### src/rtl/susp_retain.sv
module susp_retain #(
  parameter int STOP_EDGES = 2
) (
  input  logic       clk,
  input  logic       hrst_n,
  input  logic       susp_req,
  input  logic       lp_ref_on,
  input  logic       sr_sel,
  input  logic       mem_sdram,
  input  logic       rtc_in,
  input  logic       pll_lock,
  output logic       pad_oe,
  output logic       in_gate,
  output logic       ref_pad_oe,
  output logic       ref_strobe,
  output logic       sr_enter,
  output logic       sr_exit,
  output logic       clk_stop_ok,
  output logic [1:0] ret_mode
);
  localparam int CW = $clog2(STOP_EDGES + 1);
  localparam logic [1:0] M_NONE = 2'd0, M_SELF = 2'd1, M_SLOW = 2'd2;

  typedef enum logic [2:0] {S_FULL, S_SRIN, S_SUSP, S_LOCK, S_SROUT} st_t;

  st_t           st;
  logic [1:0]    mode_q, mode_d;
  logic [2:0]    rsync;
  logic [CW-1:0] hold_cnt;
  logic          rise, slow_act;

  assign rise   = rsync[1] & ~rsync[2];
  assign mode_d = (!lp_ref_on || mem_sdram) ? M_NONE : (sr_sel ? M_SELF : M_SLOW);

  always_ff @(posedge clk or negedge hrst_n)
    if (!hrst_n) rsync <= '0;
    else         rsync <= {rsync[1:0], rtc_in};

  always_ff @(posedge clk or negedge hrst_n) begin
    if (!hrst_n) begin
      st     <= S_FULL;
      mode_q <= M_NONE;
    end else begin
      case (st)
        S_FULL:  if (susp_req) begin
                   mode_q <= mode_d;
                   st     <= (mode_d == M_SELF) ? S_SRIN : S_SUSP;
                 end
        S_SRIN:  st <= S_SUSP;
        S_SUSP:  if (!susp_req) st <= S_LOCK;
        S_LOCK:  if (pll_lock) st <= (mode_q == M_SELF) ? S_SROUT : S_FULL;
        default: st <= S_FULL;
      endcase
    end
  end

  always_ff @(posedge clk or negedge hrst_n)
    if (!hrst_n)                     hold_cnt <= '0;
    else if (st == S_FULL)           hold_cnt <= '0;
    else if (rise && (st == S_SRIN || st == S_SUSP) && hold_cnt != CW'(STOP_EDGES))
                                     hold_cnt <= hold_cnt + 1'b1;

  assign slow_act    = (mode_q == M_SLOW) && (st == S_SUSP || st == S_LOCK);
  assign pad_oe      = (st == S_FULL);
  assign in_gate     = (st == S_FULL);
  assign ref_pad_oe  = (st == S_FULL) || slow_act;
  assign ref_strobe  = slow_act && rise;
  assign sr_enter    = (st == S_SRIN);
  assign sr_exit     = (st == S_SROUT);
  assign clk_stop_ok = (st == S_SUSP) && (hold_cnt == CW'(STOP_EDGES));
  assign ret_mode    = mode_q;

  a_r5_pads_drop_on_req: assert property (@(posedge clk) disable iff (!hrst_n)
    $fell(pad_oe) |-> $past(susp_req));
  a_r6_stop_only_in_susp: assert property (@(posedge clk) disable iff (!hrst_n)
    $rose(clk_stop_ok) |-> !$past(pad_oe) && susp_req);
  a_r7_lock_before_pads: assert property (@(posedge clk) disable iff (!hrst_n)
    $rose(pad_oe) |-> $past(pll_lock) || $past(sr_exit));
  a_r9_exit_before_pads: assert property (@(posedge clk) disable iff (!hrst_n)
    $rose(pad_oe) && ret_mode == M_SELF |-> $past(sr_exit));
  a_r8_mode_held: assert property (@(posedge clk) disable iff (!hrst_n)
    !pad_oe && $past(!pad_oe) |-> $stable(ret_mode));
  a_r3_strobe_with_pads: assert property (@(posedge clk) disable iff (!hrst_n)
    ref_strobe |-> ref_pad_oe && ret_mode == M_SLOW);
  a_r2_one_command: assert property (@(posedge clk) disable iff (!hrst_n)
    $onehot0({sr_enter, sr_exit, ref_strobe}));
  a_r2_enter_single: assert property (@(posedge clk) disable iff (!hrst_n)
    sr_enter |=> !sr_enter);
endmodule

### config.mk
export PLATFORM = sky130hd
export DESIGN_NAME = susp_retain
export DESIGN_NICKNAME = d
export VERILOG_FILES = /design/src/rtl/susp_retain.sv
export SDC_FILE = /design/constraint.sdc
export NUM_CORES = 1
export LEC_CHECK = 0
export ABC_AREA = 0
export CAP_MARGIN = 15
export CORE_AREA = 2 2 39 41
export DETAILED_ROUTE_END_ITERATION = 16
export DIE_AREA = 0 0 41 43
export PLACE_DENSITY = 0.71
export SLEW_MARGIN = 20
export SYNTH_ARGS = -nofsm -noshare
export SYNTH_HDL_FRONTEND = slang
export SYNTH_SLANG_ARGS = --single-unit
### constraint.sdc
create_clock -name clk -period 1.84 [get_ports clk]
set_clock_uncertainty 0.1 [all_clocks]
set_input_delay 0.368 -clock clk [delete_from_list [all_inputs] [get_ports clk]]
set_output_delay 0.368 -clock clk [all_outputs]
set_load 0.02 [all_outputs]
==> flow_summary_export.csv <==
group,metric,value,unit
place,place_congestion,0.747,
layout,finalInstanceArea,838,sq um
layout,drive_above_1_share,31.3,%
place,postPlaceCellArea,805,sq um
timing,finalWorstSetupSlack,0.0481,ns
logic_synthesis,synth_area_leaders,"dfrtp_1, nor4b_4, nor3b_1, mux2i_1, a311oi_1",
route,routed_via_density,5.22,
logic_synthesis,synth_fa_ha_area_share,2.22,%
route,drt_iter0_drc,16,
worst_setup_path,path_max_fanout,3,
floorplanning,die_height,43,microns
logic_synthesis,synth_compound_area_share,10.4,%
timing,hold_ws,0.249,ns
timing,finalHoldViolations,0,
logic_synthesis,synth_commonest_cells,"dfrtp_1, nand2_1, nor2_1",
route,finalWirelength,1260,microns
power_and_ir_drop,vdd_ir_drop_max,0.000801,V
worst_setup_path,worst_setup_path_start_kind,"register",
route,postRouteAntennaNets,0,
logic_synthesis,yosysMostFrequentCell,"dfrtp_1",
place,portBuffers,16,
timing,fin_crit,1.79,ns
logic_synthesis,synth_cells,54,
clock_tree,cts_buffer_depth,2,
global_route,grt_max_degree,11,
global_route,antenna_found_initial,0,
power_and_ir_drop,p_comb_share,59.6,%
place,dpl.cell_count,94,
logic_synthesis,synth_mux_area_share,5.56,%
layout,stdcell_count,99,
clock_tree,insertion_delay,0.27,ns
layout,area_growth,48.9,%
logic_synthesis,synthArstFlopShare,100,%
timing,fmax,558,MHz
worst_setup_path,worst_setup_path_end_kind,"output pin",
floorplanning,fp.coreArea,1380,sq um
logic_synthesis,synth_xor_area_share,1.56,%
timing,slew_viol_final,0,
global_route,grt_usage,19.3,%
power_and_ir_drop,p_switching,0.000533,W
clock_tree,postCtsHoldBufs,0,
place,hpwl,944,microns
floorplanning,dieArea,1760,sq um
route,drt_pass1_iterations,4,
clock_tree,path_clk_slew,0.07,ns
floorplanning,rows,14,
timing,rsz0062_at_grt,"true",
power_and_ir_drop,netSwitchingFraction,39.5,%
logic_synthesis,synthSimpleGateAreaFrac,28.7,%
logic_synthesis,synth_top_family_by_area,"simple AND/OR/NAND/NOR gates",
clock_tree,tritoncts,"yes",
logic_synthesis,synthDistinctLibCells,28,
timing,setup_viol,0,
logic_synthesis,synth-seq-area-share,44.4,%
global_route,grt_pass1_wl,2280,microns
floorplanning,fp.dieW,41,microns
logic_synthesis,syn_nets,63,
global_route,grt_pass1_vias,508,
place,place_ws,-0.0216,ns
layout,post-route-util,60.6,%
route,dr_total_vias,517,
logic_synthesis,synth_area_per_cell,10.4,sq um
worst_setup_path,required,1.37,ns
power_and_ir_drop,p_leak,0.399,nW
logic_synthesis,synth_edf_count,0,
clock_tree,cts_buffers,3,
status,status,"finished, final reports clean",
layout,n_antenna_cell,0,
timing,max_slew.worst_pin.slew,0.467,ns
worst_hold_path,whs_path_depth,0,
power_and_ir_drop,powerDensity,1610,nW/um^2
logic_synthesis,synth_warnings,0,
worst_setup_path,crit_type,"register to output pin",
route,wire_per_inst,12.7,microns
floorplanning,io_pins,17,
timing,relSlewSlack,68.8,%
clock_tree,cts-root-buf,"clkbuf_4",
power_and_ir_drop,pwr-share-seq,25.5,%
power_and_ir_drop,p_clk_share,14.9,%
worst_setup_path,worst_r2r_path_depth,6,
logic_synthesis,synthFlopType,"dfrtp_1",
flow_run,cap_violations,0,
power_and_ir_drop,cellInternalPower,0.000815,W
clock_tree,htree_levels,1,
global_route,grt-ovfl-total,0,
logic_synthesis,synth_area,563,sq um
logic_synthesis,synth.top_cell.area_share,44.4,%
logic_synthesis,synth_largest_area_cell,"dfrtp_1",
logic_synthesis,synth-seq-cells,10,
timing,fin_crit_sh,97.4,%
layout,fin_nets,93,
worst_setup_path,arrival,1.32,ns
floorplanning,start_util,40.7,%
clock_tree,cts_num_sinks,10,
route,drc_errors,0,
layout,fill_cells,133,
worst_hold_path,hold_class,"register to register",
## layout make-up
class	instances	area [sq um]	area share [%]
clock buffer	4	36.3	4.33
multi-input combinational	37	287	34.2
sequential	10	250	29.9
tap	16	20.0	2.39
timing repair buffer	29	234	27.9
inverter	3	11.3	1.34
## logic make-up after synthesis
family          Yosys count
simple gates             24
flops                    10
compound gates            8
buf+inv                   7
mux                       3
xor+xnor                  1
fa+ha+maj                 1
## power groups by stage
stage               clock, W  sequential [W]  combinational (W)
finish              0.000201        0.000344           0.000804
global placement           0        0.000343           0.000766
floorplan                  0        0.000371           0.000402
global route        0.000218        0.000358           0.000876
detailed placement         0        0.000343           0.000782
CTS                 0.000205        0.000344           0.000776
## placed cells by master (no fill, tap or decap)
master	n
buf_2	3
nand2b_1	2
a31oi_1	1
and2_1	1
nor4_1	1
clkbuf_8	1
mux2_1	1
and3b_1	2
nand2_1	4
dfrtp_1	10
nor4b_4	1
a21boi_0	1
nand3b_1	2
a311oi_1	2
a221o_1	1
clkdlybuf4s50_1	9
inv_1	3
ha_1	1
a211oi_1	1
clkbuf_4	3
a21oi_1	2
nor3b_1	3
or3_1	1
nor3_4	1
buf_4	16
nor2_4	1
nor2_1	3
nand4_1	1
mux2i_1	2
xor2_1	1
dlygate4sd2_1	1
nand3_1	1
## state kept, by name (all words and copies together), names as in the netlist
signal,flops
ret_mode,2
rsync,3
st,3
hold_cnt,2
## worst paths after layout
kind / from / to / slack [ns]
worst max-delay path: st[1] / pad_oe / 0.05
worst min-delay path: rsync[0] / rsync[1] / 0.25
worst max register to register: hold_cnt[0] / hold_cnt[0] / 0.23
max in group asynchronous: hrst_n / rsync[0] / 1.00
worst min register to register: rsync[0] / rsync[1] / 0.25
min in group asynchronous: hrst_n / hold_cnt[0] / 0.32
## metal layers
layer	vias up	global-route usage, %	part of all wire [%]
li1	252	-	-
met1	243	27.4	44
met2	20	26.3	49
met3	2	3.14	5.9
met4	0	12.0	1.5
met5	-	0	0
## repair_timing
item / 4_1_cts / 5_1_grt
endpoints found under the setup margin: 7 / 5
gates resized for setup: 27 / 6
buffers inserted: 1 / 0
## per-stage QoR
stage,total power [W],setup TNS [ns]
after global placement,0.00111,-0.0807
after CTS,0.00133,-0.0106
after floorplan,0.000773,0
after global routing,0.00145,-0.0599
final,0.00135,0
after detailed placement,0.00112,-0.0853
## critical path: stages (launching register included)
cell     delay (ns)
dfrtp_1        0.41
buf_4          0.16
buf_4          0.14
nor3_4         0.19
buf_4          0.17
No activity file was read; power rests on OpenSTA's default activity.
